`config.mk`:
```
export PLATFORM = sky130hd
export DESIGN_NAME = asid_tlb
export DESIGN_NICKNAME = d
export VERILOG_FILES = /design/src/rtl/tlb_pkg.sv /design/src/rtl/tlb_cam.sv /design/src/rtl/tlb_victim.sv /design/src/rtl/tlb_walker.sv /design/src/rtl/asid_tlb.sv
export SDC_FILE = /design/constraint.sdc
export NUM_CORES = 1
export LEC_CHECK = 0
export BUFFER_PORTS_ARGS = -buffer_cell sky130_fd_sc_hd__buf_4
export CORE_MARGIN = 4
export CORE_UTILIZATION = 40
export DETAILED_ROUTE_END_ITERATION = 10
export GPL_TIMING_DRIVEN = 0
export REMOVE_ABC_BUFFERS = 1
export SLEW_MARGIN = 10
export SYNTH_ARGS = -nofsm -noshare
export SYNTH_HDL_FRONTEND = slang
export SYNTH_SLANG_ARGS = --single-unit
```
`constraint.sdc`:
```
create_clock -name clk -period 8 [get_ports clk]
set_input_delay 1.6 -clock clk [delete_from_list [all_inputs] [get_ports clk]]
set_output_delay 1.6 -clock clk [all_outputs]
set_load 0.05 [all_outputs]
```
`src/rtl/tlb_pkg.sv`:
```
// Shared types for the translation cache.
// Assumes: nothing beyond IEEE 1800-2017 packages.
package tlb_pkg;

    // Walker sequencing states.
    typedef enum logic [1:0] {
        W_IDLE  = 2'd0,
        W_ISSUE = 2'd1,
        W_WAIT  = 2'd2,
        W_RESP  = 2'd3
    } walk_state_t;

endpackage

```
`src/rtl/tlb_cam.sv`:
```
// Fully associative mapping store: compares a page number and identifier
// against every slot in parallel, and writes one slot per cycle.
// Assumes: the caller never installs a mapping that already matches, so at
// most one slot hits. A flush has priority over a write in the same cycle.
module tlb_cam #(
    parameter int ENTRIES = 8,
    parameter int VPN_W   = 20,
    parameter int PFN_W   = 20,
    parameter int ASID_W  = 8,
    localparam int IDX_W  = $clog2(ENTRIES)
) (
    input  logic               clk,
    input  logic               rst_n,
    input  logic [VPN_W-1:0]   lk_vpn,
    input  logic [ASID_W-1:0]  lk_asid,
    output logic               lk_hit,
    output logic [PFN_W-1:0]   lk_pfn,
    output logic [ENTRIES-1:0] hit_vec,
    output logic [ENTRIES-1:0] valid_vec,
    input  logic               flush,
    input  logic               wr_en,
    input  logic [IDX_W-1:0]   wr_idx,
    input  logic [VPN_W-1:0]   wr_vpn,
    input  logic [ASID_W-1:0]  wr_asid,
    input  logic [PFN_W-1:0]   wr_pfn
);

    logic [VPN_W-1:0]  ent_vpn  [ENTRIES];
    logic [ASID_W-1:0] ent_asid [ENTRIES];
    logic [PFN_W-1:0]  ent_pfn  [ENTRIES];
    logic [ENTRIES-1:0] ent_valid;

    // Slot storage: flush clears valid bits, otherwise one slot is written.
    always_ff @(posedge clk) begin
        if (!rst_n) begin
            ent_valid <= '0;
            for (int i = 0; i < ENTRIES; i++) begin
                ent_vpn[i]  <= '0;
                ent_asid[i] <= '0;
                ent_pfn[i]  <= '0;
            end
        end else if (flush) begin
            ent_valid <= '0;
        end else if (wr_en) begin
            for (int i = 0; i < ENTRIES; i++) begin
                if (wr_idx == IDX_W'(i)) begin
                    ent_valid[i] <= 1'b1;
                    ent_vpn[i]   <= wr_vpn;
                    ent_asid[i]  <= wr_asid;
                    ent_pfn[i]   <= wr_pfn;
                end
            end
        end
    end

    // Per-slot compare of page number and identifier.
    for (genvar g = 0; g < ENTRIES; g++) begin : g_match
        assign hit_vec[g] = ent_valid[g] && (ent_vpn[g] == lk_vpn)
                            && (ent_asid[g] == lk_asid);
    end

    // Merge the single matching frame number onto one bus.
    always_comb begin
        lk_pfn = '0;
        for (int i = 0; i < ENTRIES; i++) begin
            if (hit_vec[i]) lk_pfn = lk_pfn | ent_pfn[i];
        end
    end

    assign lk_hit    = |hit_vec;
    assign valid_vec = ent_valid;

endmodule

```
`src/rtl/tlb_victim.sv`:
```
// Picks the slot a walk installs into: the lowest empty slot, or else the
// slot named by a rotating pointer that advances on each eviction.
// Assumes: `install` pulses once per accepted walk result; valid_vec is the
// state before that install.
module tlb_victim #(
    parameter int ENTRIES = 8,
    localparam int IDX_W  = $clog2(ENTRIES)
) (
    input  logic               clk,
    input  logic               rst_n,
    input  logic [ENTRIES-1:0] valid_vec,
    input  logic               install,
    output logic [IDX_W-1:0]   victim_idx
);

    logic [IDX_W-1:0] rr_ptr;
    logic [IDX_W-1:0] free_idx;
    logic             free_found;

    // Search for the lowest-numbered empty slot.
    always_comb begin
        free_found = 1'b0;
        free_idx   = '0;
        for (int i = ENTRIES - 1; i >= 0; i--) begin
            if (!valid_vec[i]) begin
                free_found = 1'b1;
                free_idx   = IDX_W'(i);
            end
        end
    end

    assign victim_idx = free_found ? free_idx : rr_ptr;

    // Rotating pointer: steps only when an occupied slot is overwritten.
    always_ff @(posedge clk) begin
        if (!rst_n) begin
            rr_ptr <= '0;
        end else if (install && !free_found) begin
            if (rr_ptr == IDX_W'(ENTRIES - 1)) rr_ptr <= '0;
            else                               rr_ptr <= rr_ptr + 1'b1;
        end
    end

endmodule

```
`src/rtl/tlb_walker.sv`:
```
// Request sequencer: accepts one translation, answers a hit directly or runs
// a single page-table read, then presents a one-cycle result.
// Assumes: the lookup result is combinational on the request inputs; the
// memory returns exactly one response per accepted read.
module tlb_walker
    import tlb_pkg::*;
#(
    parameter int VA_W      = 32,
    parameter int PAGE_BITS = 12,
    parameter int ASID_W    = 8,
    parameter int PFN_W     = 20,
    parameter int PTE_W     = 32,
    parameter int ADDR_W    = 32,
    localparam int VPN_W    = VA_W - PAGE_BITS,
    localparam int PA_W     = PFN_W + PAGE_BITS,
    localparam int PTE_SH   = $clog2(PTE_W / 8),
    localparam int PAD_W    = ADDR_W - VPN_W - PTE_SH
) (
    input  logic              clk,
    input  logic              rst_n,
    input  logic              req_valid,
    output logic              req_ready,
    input  logic [VA_W-1:0]   req_vaddr,
    input  logic [ASID_W-1:0] req_asid,
    input  logic [ADDR_W-1:0] ptbr,
    input  logic              lookup_hit,
    input  logic [PFN_W-1:0]  lookup_pfn,
    output logic              mem_req_valid,
    input  logic              mem_req_ready,
    output logic [ADDR_W-1:0] mem_req_addr,
    input  logic              mem_rsp_valid,
    input  logic [PTE_W-1:0]  mem_rsp_data,
    output logic              resp_valid,
    output logic [PA_W-1:0]   resp_paddr,
    output logic              resp_hit,
    output logic              resp_fault,
    output logic              install,
    output logic [VPN_W-1:0]  install_vpn,
    output logic [ASID_W-1:0] install_asid,
    output logic [PFN_W-1:0]  install_pfn,
    output logic              walk_wait
);

    walk_state_t           st;
    logic [VPN_W-1:0]      cur_vpn;
    logic [ASID_W-1:0]     cur_asid;
    logic [PAGE_BITS-1:0]  cur_off;
    logic [ADDR_W-1:0]     wk_addr;
    logic                  pte_ok;
    logic [VPN_W-1:0]      in_vpn;

    assign in_vpn = req_vaddr[VA_W-1:PAGE_BITS];
    assign pte_ok = mem_rsp_data[PTE_W-1];

    // Main sequencer and result registers.
    always_ff @(posedge clk) begin
        if (!rst_n) begin
            st         <= W_IDLE;
            cur_vpn    <= '0;
            cur_asid   <= '0;
            cur_off    <= '0;
            wk_addr    <= '0;
            resp_paddr <= '0;
            resp_hit   <= 1'b0;
            resp_fault <= 1'b0;
        end else begin
            case (st)
                W_IDLE: begin
                    if (req_valid) begin
                        cur_vpn  <= in_vpn;
                        cur_asid <= req_asid;
                        cur_off  <= req_vaddr[PAGE_BITS-1:0];
                        wk_addr  <= ptbr + {{PAD_W{1'b0}}, in_vpn, {PTE_SH{1'b0}}};
                        if (lookup_hit) begin
                            resp_paddr <= {lookup_pfn, req_vaddr[PAGE_BITS-1:0]};
                            resp_hit   <= 1'b1;
                            resp_fault <= 1'b0;
                            st         <= W_RESP;
                        end else begin
                            st <= W_ISSUE;
                        end
                    end
                end
                W_ISSUE: begin
                    if (mem_req_ready) st <= W_WAIT;
                end
                W_WAIT: begin
                    if (mem_rsp_valid) begin
                        resp_hit <= 1'b0;
                        if (pte_ok) begin
                            resp_paddr <= {mem_rsp_data[PFN_W-1:0], cur_off};
                            resp_fault <= 1'b0;
                        end else begin
                            resp_paddr <= '0;
                            resp_fault <= 1'b1;
                        end
                        st <= W_RESP;
                    end
                end
                default: st <= W_IDLE;
            endcase
        end
    end

    assign req_ready     = (st == W_IDLE);
    assign mem_req_valid = (st == W_ISSUE);
    assign mem_req_addr  = wk_addr;
    assign resp_valid    = (st == W_RESP);
    assign walk_wait     = (st == W_WAIT);

    assign install      = walk_wait && mem_rsp_valid && pte_ok;
    assign install_vpn  = cur_vpn;
    assign install_asid = cur_asid;
    assign install_pfn  = mem_rsp_data[PFN_W-1:0];

    logic unused_pte_bits;
    assign unused_pte_bits = ^mem_rsp_data[PTE_W-2:PFN_W];

endmodule

```
`src/rtl/asid_tlb.sv`:
```
// Top of the translation cache: holds the page-table base and ties the
// mapping store, the victim chooser and the walk sequencer together.
// Assumes: one request in flight; page-table entries are PTE_W bits with the
// valid flag in the top bit and the frame number in the low PFN_W bits.
module asid_tlb #(
    parameter int VA_W      = 32,
    parameter int PAGE_BITS = 12,
    parameter int ASID_W    = 8,
    parameter int PFN_W     = 20,
    parameter int PTE_W     = 32,
    parameter int ADDR_W    = 32,
    parameter int ENTRIES   = 8,
    localparam int VPN_W    = VA_W - PAGE_BITS,
    localparam int PA_W     = PFN_W + PAGE_BITS,
    localparam int IDX_W    = $clog2(ENTRIES)
) (
    input  logic              clk,
    input  logic              rst_n,
    input  logic              req_valid,
    output logic              req_ready,
    input  logic [VA_W-1:0]   req_vaddr,
    input  logic [ASID_W-1:0] req_asid,
    output logic              resp_valid,
    output logic [PA_W-1:0]   resp_paddr,
    output logic              resp_hit,
    output logic              resp_fault,
    input  logic              ptbr_load,
    input  logic [ADDR_W-1:0] ptbr_value,
    input  logic              flush,
    output logic              mem_req_valid,
    input  logic              mem_req_ready,
    output logic [ADDR_W-1:0] mem_req_addr,
    input  logic              mem_rsp_valid,
    input  logic [PTE_W-1:0]  mem_rsp_data
);

    logic [ADDR_W-1:0]  ptbr_q;
    logic               lk_hit;
    logic [PFN_W-1:0]   lk_pfn;
    logic [ENTRIES-1:0] cam_hit_vec;
    logic [ENTRIES-1:0] cam_valid_vec;
    logic               install;
    logic [VPN_W-1:0]   install_vpn;
    logic [ASID_W-1:0]  install_asid;
    logic [PFN_W-1:0]   install_pfn;
    logic [IDX_W-1:0]   victim_idx;
    logic               walk_wait;

    // Page-table base register, reloaded on a context switch.
    always_ff @(posedge clk) begin
        if (!rst_n)         ptbr_q <= '0;
        else if (ptbr_load) ptbr_q <= ptbr_value;
    end

    tlb_cam #(
        .ENTRIES (ENTRIES),
        .VPN_W   (VPN_W),
        .PFN_W   (PFN_W),
        .ASID_W  (ASID_W)
    ) u_cam (
        .clk       (clk),
        .rst_n     (rst_n),
        .lk_vpn    (req_vaddr[VA_W-1:PAGE_BITS]),
        .lk_asid   (req_asid),
        .lk_hit    (lk_hit),
        .lk_pfn    (lk_pfn),
        .hit_vec   (cam_hit_vec),
        .valid_vec (cam_valid_vec),
        .flush     (flush),
        .wr_en     (install),
        .wr_idx    (victim_idx),
        .wr_vpn    (install_vpn),
        .wr_asid   (install_asid),
        .wr_pfn    (install_pfn)
    );

    tlb_victim #(
        .ENTRIES (ENTRIES)
    ) u_victim (
        .clk        (clk),
        .rst_n      (rst_n),
        .valid_vec  (cam_valid_vec),
        .install    (install && !flush),
        .victim_idx (victim_idx)
    );

    tlb_walker #(
        .VA_W      (VA_W),
        .PAGE_BITS (PAGE_BITS),
        .ASID_W    (ASID_W),
        .PFN_W     (PFN_W),
        .PTE_W     (PTE_W),
        .ADDR_W    (ADDR_W)
    ) u_walker (
        .clk           (clk),
        .rst_n         (rst_n),
        .req_valid     (req_valid),
        .req_ready     (req_ready),
        .req_vaddr     (req_vaddr),
        .req_asid      (req_asid),
        .ptbr          (ptbr_q),
        .lookup_hit    (lk_hit),
        .lookup_pfn    (lk_pfn),
        .mem_req_valid (mem_req_valid),
        .mem_req_ready (mem_req_ready),
        .mem_req_addr  (mem_req_addr),
        .mem_rsp_valid (mem_rsp_valid),
        .mem_rsp_data  (mem_rsp_data),
        .resp_valid    (resp_valid),
        .resp_paddr    (resp_paddr),
        .resp_hit      (resp_hit),
        .resp_fault    (resp_fault),
        .install       (install),
        .install_vpn   (install_vpn),
        .install_asid  (install_asid),
        .install_pfn   (install_pfn),
        .walk_wait     (walk_wait)
    );

    logic unused_obs;
    assign unused_obs = walk_wait ^ (^cam_hit_vec);

endmodule

```
==> flow_summary_export.csv, run 1 <==
group,metric,value,unit
synth,ys_warn_count,0,
hold_path,hp-class,"reg -> reg",
worst_setup_path,r2r-end,"u_cam.ent_asid[0][20]",
synth,seq_area_frac_synth,59.42,%
die,die_x,255.5,um
timing,fin_ws,2721,ps
timing,rsz0062_at_grt,"false",
pwr,power_density,253.7,nW/um^2
synth,ys_top_cells_by_area,"edfxtp_1 47%, dfxtp_1 12%, xnor2_1 6.8%",
worst_setup_path,critPathLaunchType,"input pin",
synth,syn_inst,2214,
route,wl_per_cell,23.74,um
die,coreArea,60470,um^2
layout,areaGrowthSynthToFinish,15.85,%
synth,synth_top_area_share,47.08,%
synth,syn_area,24490,um^2
global_route,overflow,0,
timing,final.period_utilization,65.99,%
timing,fin_crit,5279,ps
global_route,grt_pass1_vias,17600,
timing,final_max_slew_viol_count,0,
route,finalWirelength,74880,um
timing,clock.fmax,189.4,MHz
synth,yosys-top-cells-count,"384 x edfxtp_1, 353 x nor2_1, 246 x nand2_1",
layout,antenna_cells,0,
run,max-cap-violations,0,
pwr,ir_drop,0.1836,mV
placed_design,place_congestion,0.9038,
synth,synth.distinct_cells,67,
clock_tree,cts_tree,"built",
global_route,antenna_found_initial,0,
synth,post_synth.cell_area_avg,11.06,um^2
layout,nets,2463,
global_route,grt_pass1_wl,110600,um
placed_design,hpwl,47340,um
clock_tree,cts_setup_buffers,0,
timing,skew,51.37,ps
route,num_vias,17670,
worst_setup_path,critPathMaxFanout,48,
status,status,"finished, final reports clean",
timing,worst_pin_slew,1334,ps
layout,drive_gt1_share,14.80,%
clock_tree,numCtsBuffers,56,
route,first_pass_iters,7,
timing,setup_violations,0,
global_route,grt_max_degree,89,
worst_setup_path,reg2reg_slack,3140,ps
clock_tree,clk_pin_slew,60,ps
die,die-area,65260,um^2
placed_design,dp_cells,3049,
worst_setup_path,timing.rr.start,"u_walker.st[0]",
synth,synthMostInstantiatedCell,"edfxtp_1",
clock_tree,htree_levels,2,
synth,yosysTopAreaCell,"edfxtp_1",
timing,setup_tns,0,ps
layout,utilization,46.93,%
placed_design,io_buffers,168,
worst_setup_path,crit_type,"in -> reg",
clock_tree,cts.hold.buffers_added,0,
worst_setup_path,cp-end-kind,"register",
clock_tree,cts_num_sinks,535,
route,ant_nets,0,
synth,synth_seq_cells,535,
clock_tree,cts_buffer_depth,3,
die,start_util,40.51,%
synth,ys.flop_type,"edfxtp_1",
route,via_per_inst,5.602,
clock_tree,cts.root.buffer_cell,"clkbuf_16",
die,die_height,255.5,um
worst_setup_path,crit_start,"mem_rsp_data[31]",
die,rows,90,
worst_setup_path,worstPathArrival,5520,ps
synth,synthArstFlopShare,0,%
layout,final_cells,3154,
clock_tree,ctsResizeCount,0,
pwr,finalPower,0.007200,W
timing,hold_viol,0,
global_route,grt_util_all_layers,22.17,%
route,route.detailed.drc,0,
worst_setup_path,required,8240,ps
worst_setup_path,ff2ff_path_depth,8,
timing,relSlewSlack,11.08,%
synth,synth_edf_count,384,
pwr,leakage,10.23,nW
worst_setup_path,setup.worst_path.end,"u_cam.ent_asid[0][20]",
die,io_pins,180,
clock_tree,insertion_delay,650,ps
placed_design,place_ws,2158,ps
route,drt_iter0_drc,1741,
[worst min path at each step]
stage,start,to,slack [ps],cells after the start
finish,ptbr_q[1],u_walker.mem_req_addr[1],450,2
detailed placement,u_walker.cur_off[7],u_walker.cur_off[7],450,2
global placement,ptbr_q[0],u_walker.mem_req_addr[0],440,2
CTS,u_walker.cur_off[7],u_walker.cur_off[7],460,2
global route,u_walker.mem_req_addr[8],u_walker.mem_req_addr[8],470,2
floorplan,ptbr_q[0],u_walker.mem_req_addr[0],430,2
[logic make-up after synthesis]
| group | count (synthesis) | share of synthesized area, % |
|---|---|---|
| adders and majority gates | 27 | 1.410 |
| and+or+nand+nor | 876 | 16.25 |
| muxes | 36 | 1.471 |
| DFF | 535 | 59.42 |
| AOI/OAI and AO/OA | 291 | 8.530 |
| buffers and inverters | 206 | 3.913 |
| xor gates and xnor gates | 243 | 9.011 |
[critical path: stages]
cell and delay (ps):
buf_4 200, and2_1 960, nand2_1 280, nor3_1 750
nand2_2 640, buf_12 370, nand2_4 630
[registers in the layout (all words and copies together), names as in the netlist, 3 cells and up]
signal	cells
u_cam.ent_vpn	160
u_cam.ent_pfn	160
u_walker.cur_off	12
u_victim.rr_ptr	3
u_walker.resp_paddr	32
u_walker.mem_req_addr	32
u_cam.ent_asid	64
u_walker.install_asid	8
ptbr_q	32
u_cam.valid_vec	8
u_walker.install_vpn	20
[cell type report]
class / instances / area [um^2]
clock buffer: 70 / 1496
clock inverter: 35 / 356.6
fill: 5532 / 32090
inverter: 69 / 264.0
multi-input combinational: 1473 / 9125
sequential: 535 / 14550
tap: 782 / 978.4
timing repair buffer: 190 / 1602
[routing by layer]
layer	vias up	GRT usage (%)	share of wire [%]
met5	-	0	0
met4	0	7.618	3.4
met3	132	3.179	7.0
met2	724	37.65	48
met1	8723	29.31	41
li1	8089	-	-
[power breakdown]
group	switching, W	internal (W)
Sequential	0.0000940	0.00318
Combinational	0.000905	0.000372
Clock	0.00115	0.00150
[per-stage QoR]
stage               cell area (um^2)  hold WS, ps
detailed placement             26520        446.7
global route                   28380        471.1
global placement               26040        436.9
finish                         28380        453.1
CTS                            28370        455.0
floorplan                      23800        431.3
[cells in the final DEF, fill, tap and decap left out, drive strengths merged, types with 9 or more instances in the layout]
cell and n:
a31oi 12, a22oi 40, clkinv 23, buf 190, mux2i 36, nand4 80, o22ai 12, nand3 39
ha 26, xnor2 199, clkbuf 70, nor4 32, nor3 28, nand2 247, nor2 353, a2111oi 12
dfxtp 151, a311oi 21, a21oi 100, and3 38, edfxtp 384, nor3b 13, inv 71, a21o 9
and2 12, o21ai 23, xor2 44, or4 9
(Power assumes the default switching activity.)
==> run 2: changes to the inputs <==
Clock period 8 ns to 4.3 ns, I/O delays scaled along.
==> flow_summary_export.csv, run 2 (synthesis gave the netlist of run 1 again) <==
group,metric,value,unit
layout,mostFrequentLayoutCells,"384 x edfxtp_1, 353 x nor2_1, 231 x nand2_1",
worst_setup_path,critPathMaxFanout,48,
worst_setup_path,cp_top_family,"simple AND/OR/NAND/NOR gates",
die,io_pins,180,
run,max-cap-violations,0,
worst_setup_path,slowest_delay,630,ps
placed_design,io_buffers,168,
worst_setup_path,path_cells,"inv_1 > ha_2 > and2_2 > nand2_1 > nor3_2 > nand2_2 > buf_12 > nand2_4",
worst_setup_path,critPathBufInv,2,
hold_path,holdPathStages,2,
timing,worst_pin_slew,1334,ps
timing,setup_violations,0,
route,route.detailed.drc,0,
layout,nets,2463,
clock_tree,cts_setup_buffers,0,
route,finalWirelength,75050,um
placed_design,place_ws,-802.4,ps
timing,hold_viol,0,
clock_tree,insertion_delay,650,ps
placed_design,hpwl,47340,um
global_route,grt_max_degree,89,
timing,final.period_utilization,95.07,%
pwr,leakage,10.23,nW
worst_setup_path,ff2ff_path_depth,8,
route,num_vias,17730,
die,die_height,255.5,um
hold_path,hp-class,"reg -> reg",
timing,fin_ws,212.2,ps
pwr,power_density,471.8,nW/um^2
die,die-area,65260,um^2
clock_tree,cts_num_sinks,535,
clock_tree,htree_levels,2,
timing,fin_crit,4088,ps
layout,drive_gt1_share,14.92,%
clock_tree,cts.root.buffer_cell,"clkbuf_16",
layout,layout_commonest_cell,"edfxtp_1",
pwr,ir_drop,0.3414,mV
timing,skew,51.73,ps
worst_setup_path,cp-end-kind,"register",
worst_setup_path,r2r-end,"u_cam.ent_asid[0][20]",
route,wl_per_cell,23.80,um
clock_tree,numCtsBuffers,56,
worst_setup_path,critPathLaunchType,"register",
worst_setup_path,reg2reg_slack,210,ps
hold_path,worstHoldEndpoint,"u_walker.mem_req_addr[1]",
worst_setup_path,worst_path_max_delay_cell,"nand2_4",
clock_tree,cts_tree,"built",
die,die_x,255.5,um
die,coreArea,60470,um^2
layout,multi_input_area,9138,um^2
global_route,grt_pass1_wl,110600,um
timing,whs,453.1,ps
layout,final_cells,3154,
global_route,overflow,0,
placed_design,place_congestion,0.9038,
clock_tree,cts_buffer_depth,3,
route,drt_iter0_drc,1754,
die,start_util,40.51,%
worst_setup_path,crit_type,"reg -> reg",
layout,fill_cells,5535,
worst_setup_path,timing.rr.start,"u_walker.st[0]",
die,rows,90,
layout,fin_area,28390,um^2
placed_design,place_area,26520,um^2
worst_setup_path,worstPathArrival,4330,ps
global_route,antenna_found_initial,0,
global_route,grt_pass1_vias,17610,
clock_tree,clk_pin_slew,60,ps
layout,reg_top3,"u_cam.ent_pfn x160, u_cam.ent_vpn x160, u_cam.ent_asid x64",
route,via_per_inst,5.620,
layout,areaGrowthSynthToFinish,15.90,%
hold_path,min_from,"ptbr_q[1]",
status,status,"finished, final reports clean",
timing,setup_tns,0,ps
timing,clock.fmax,244.6,MHz
layout,antenna_cells,0,
timing,final_max_slew_viol_count,0,
layout,register_area,14550,um^2
global_route,grt_util_all_layers,22.18,%
route,ant_nets,0,
timing,relSlewSlack,11.05,%
route,first_pass_iters,6,
placed_design,dp_cells,3049,
worst_setup_path,required,4540,ps
-- run 2: changes by cell type in the layout (fill, tap and decap cells not counted) --
cell,previous run,this run
and2_1,11,10
and2_2,0,1
nor3_1,28,27
nor3_2,0,1
nor4_1,23,22
nor4_2,7,8
-- run 2: worst max-delay path by stage --
stage                                start                     to  cells past startpoint
after floorplan             u_walker.st[0]   u_cam.ent_asid[1][0]                      7
after global placement      u_walker.st[0]    u_cam.ent_vpn[0][5]                      7
after detailed placement  mem_rsp_data[31]   u_cam.ent_vpn[0][48]                      7
after CTS                   u_walker.st[0]    u_cam.ent_vpn[1][1]                      8
after global routing        u_walker.st[0]   u_cam.ent_vpn[0][28]                      8
final                       u_walker.st[0]  u_cam.ent_asid[0][20]                      8
-- run 2: report_power, final --
group | leakage (nW) | internal (W) | switching (W) | total (W)
Clock | 0.902 | 0.00279 | 0.00213 | 0.00492
Sequential | 5.09 | 0.00592 | 0.000175 | 0.00609
Combinational | 4.24 | 0.000692 | 0.00169 | 0.00238
Total | 10.2 | 0.00940 | 0.00399 | 0.0134
-- run 2: what timing repair did --
item,4_1_cts,5_1_grt
hold buffers,0,0
resized for setup,2,1
setup endpoints to repair,288,96
-- run 2: tightest hold or removal path, stage by stage (launching register included) --
cell and delay, ps:
dfxtp_1 310, nand2_1 50, a21oi_1 50
-- run 2: layout make-up --
| type | count | share of cell area (%) |
|---|---|---|
| multi-input combinational | 1473 | 32.19 |
| clock inverter | 35 | 1.256 |
| tap | 782 | 3.447 |
| timing repair buffer | 190 | 5.642 |
| clock buffer | 70 | 5.271 |
| inverter | 69 | 0.9300 |
| sequential | 535 | 51.27 |
-- run 2: per-stage QoR --
stage / utilization, % / power (W)
2_1_floorplan: - / 0.007619
3_3_place_gp: 43.05 / 0.008501
3_5_place_dp: 43.85 / 0.008579
4_1_cts: 46.93 / 0.01345
5_1_grt: 46.95 / 0.01386
6_report: 46.95 / 0.01339
-- run 2: per-layer routing --
| metal | part of all wire [%] | vias up | track usage, % | routed length, um |
|---|---|---|---|---|
| li1 | - | 8098 | - | - |
| met1 | 42 | 8779 | 29.31 | 31230 |
| met2 | 48 | 713 | 37.67 | 36140 |
| met3 | 6.8 | 137 | 3.179 | 5087 |
| met4 | 3.4 | 0 | 7.618 | 2587 |
| met5 | 0 | - | 0 | 0 |
==> run 3: changes to the inputs <==
Settings changed: REMOVE_ABC_BUFFERS 1 to default.
==> flow_summary_export.csv, run 3 (synthesis gave the netlist of run 1 again) <==
group,metric,value,unit
status,status,"finished, final reports clean",
placed_design,io_buffers,160,
global_route,overflow,0,
timing,setup_violations,0,
route,route.detailed.drc,0,
timing,hold_viol,0,
die,coreArea,60470,um^2
clock_tree,ctsResizeCount,0,
synth,syn_nets,2352,
layout,fill_cells,5565,
clock_tree,cts_setup_buffers,0,
clock_tree,cts_tree,"built",
die,die_x,255.5,um
layout,layout_commonest_cell,"edfxtp_1",
hold_path,hp-class,"reg -> reg",
placed_design,dp_cells,3157,
clock_tree,cts.hold.buffers_added,0,
timing,relSlewSlack,28.20,%
global_route,grt_util_all_layers,24.57,%
worst_setup_path,cp-end-kind,"register",
clock_tree,cts.root.buffer_cell,"clkbuf_16",
layout,areaGrowthSynthToFinish,16.24,%
timing,fin_crit,4088,ps
pwr,finalPower,0.01327,W
die,die-area,65260,um^2
clock_tree,cts_num_sinks,535,
layout,fin_area,28470,um^2
worst_setup_path,worstPathArrival,4330,ps
die,start_util,40.51,%
clock_tree,clk_pin_slew,60,ps
worst_setup_path,cpMostUsedCell,"nand2_1",
global_route,grt_pass1_wl,120400,um
timing,worst_pin_slew,1077,ps
worst_setup_path,worst_path_max_delay_cell,"nand2_4",
layout,register_area,14550,um^2
layout,nets,2572,
global_route,grt_pass1_vias,18330,
route,wl_per_cell,25.49,um
timing,rsz0062_at_grt,"false",
placed_design,place_area,26750,um^2
worst_setup_path,critPathMaxFanout,48,
die,io_pins,180,
route,via_per_inst,5.743,
worst_setup_path,required,4540,ps
timing,clock.fmax,244.6,MHz
global_route,antenna_found_initial,0,
worst_setup_path,crit_type,"reg -> reg",
global_route,grt_max_degree,49,
layout,utilization,47.09,%
layout,reg_top3,"u_cam.ent_pfn x160, u_cam.ent_vpn x160, u_cam.ent_asid x64",
die,die_height,255.5,um
placed_design,hpwl,55850,um
run,max-cap-violations,0,
clock_tree,cts_buffer_depth,3,
layout,drive_gt1_share,13.34,%
layout,multi_input_area,9037,um^2
pwr,leakage,10.27,nW
timing,setup_tns,0,ps
route,first_pass_iters,6,
clock_tree,numCtsBuffers,57,
route,drt_iter0_drc,2229,
die,rows,90,
layout,mostFrequentLayoutCells,"384 x edfxtp_1, 353 x nor2_1, 238 x nand2_1",
worst_setup_path,critPathLaunchType,"register",
pwr,ir_drop,0.3105,mV
timing,final_max_slew_viol_count,0,
route,ant_nets,0,
timing,skew,21.88,ps
worst_setup_path,path_cells,"inv_1 > ha_1 > buf_6 > and2_1 > nand2_1 > nor4_1 > nand2_1 > clkbuf_1 > buf_1 > nand2_4",
clock_tree,insertion_delay,630,ps
timing,final.period_utilization,95.07,%
worst_setup_path,slowest_delay,690,ps
layout,final_cells,3265,
route,finalWirelength,83220,um
placed_design,place_congestion,0.9302,
pwr,power_density,466.2,nW/um^2
route,num_vias,18750,
clock_tree,htree_levels,2,
## run 3: changes by cell type in the layout (fill, tap and decap cells not counted), sizes merged, moves of 5 or more
cell / change
buf: +28
bufinv: -5
clkbuf: +94
clkinvlp: -5
## run 3: area by class of cell
| cell class | instances | share of cell area, % |
|---|---|---|
| diodes | 1 | 0.008788 |
| flip-flops and latches | 535 | 51.11 |
| clock buffers | 84 | 5.691 |
| multi-input cells | 1473 | 31.74 |
| plain buffers | 137 | 2.461 |
| clock inverters | 23 | 0.3515 |
| repair buffers | 161 | 4.289 |
| inverters | 69 | 0.9096 |
| well taps | 782 | 3.436 |
## run 3: worst paths after layout
kind | slack (ps) | start | endpoint | cells past startpoint
setup / recovery | 210 | u_walker.st[0] | u_cam.ent_pfn[1][8] | 10
hold reg to reg | 450 | u_walker.mem_req_addr[12] | u_walker.mem_req_addr[12] | 2
setup reg to reg | 210 | u_walker.st[0] | u_cam.ent_pfn[1][8] | 10
hold / removal | 450 | u_walker.mem_req_addr[12] | u_walker.mem_req_addr[12] | 2
## run 3: power by group
group	internal, W	leakage [nW]	switching, W
Combinational	0.000723	4.34	0.00177
Clock	0.00259	0.842	0.00207
Sequential	0.00592	5.09	0.000195
## run 3: per-stage QoR
stage	setup WS, ps	hold WS, ps
2_1_floorplan	782.7	431.3
3_3_place_gp	-1179	436.1
3_5_place_dp	-171.9	442.9
4_1_cts	304.2	451.4
5_1_grt	100.4	471.5
6_report	211.9	450.5
## run 3: worst max-delay path: cells and delay by family (launching register included)
family,cells,cell delay (ps)
simple gates,5,1900
buf+inv,4,1210
flops,1,340
fa+ha+maj,1,200
## run 3: per-layer routing
| layer | GRT usage, % | routed length, um | part of all wire, % |
|---|---|---|---|
| met1 | 33.88 | 34120 | 41 |
| met2 | 38.46 | 37430 | 45 |
| met3 | 5.021 | 8252 | 9.9 |
| met4 | 9.447 | 3412 | 4.1 |
| met5 | 0 | 0 | 0 |
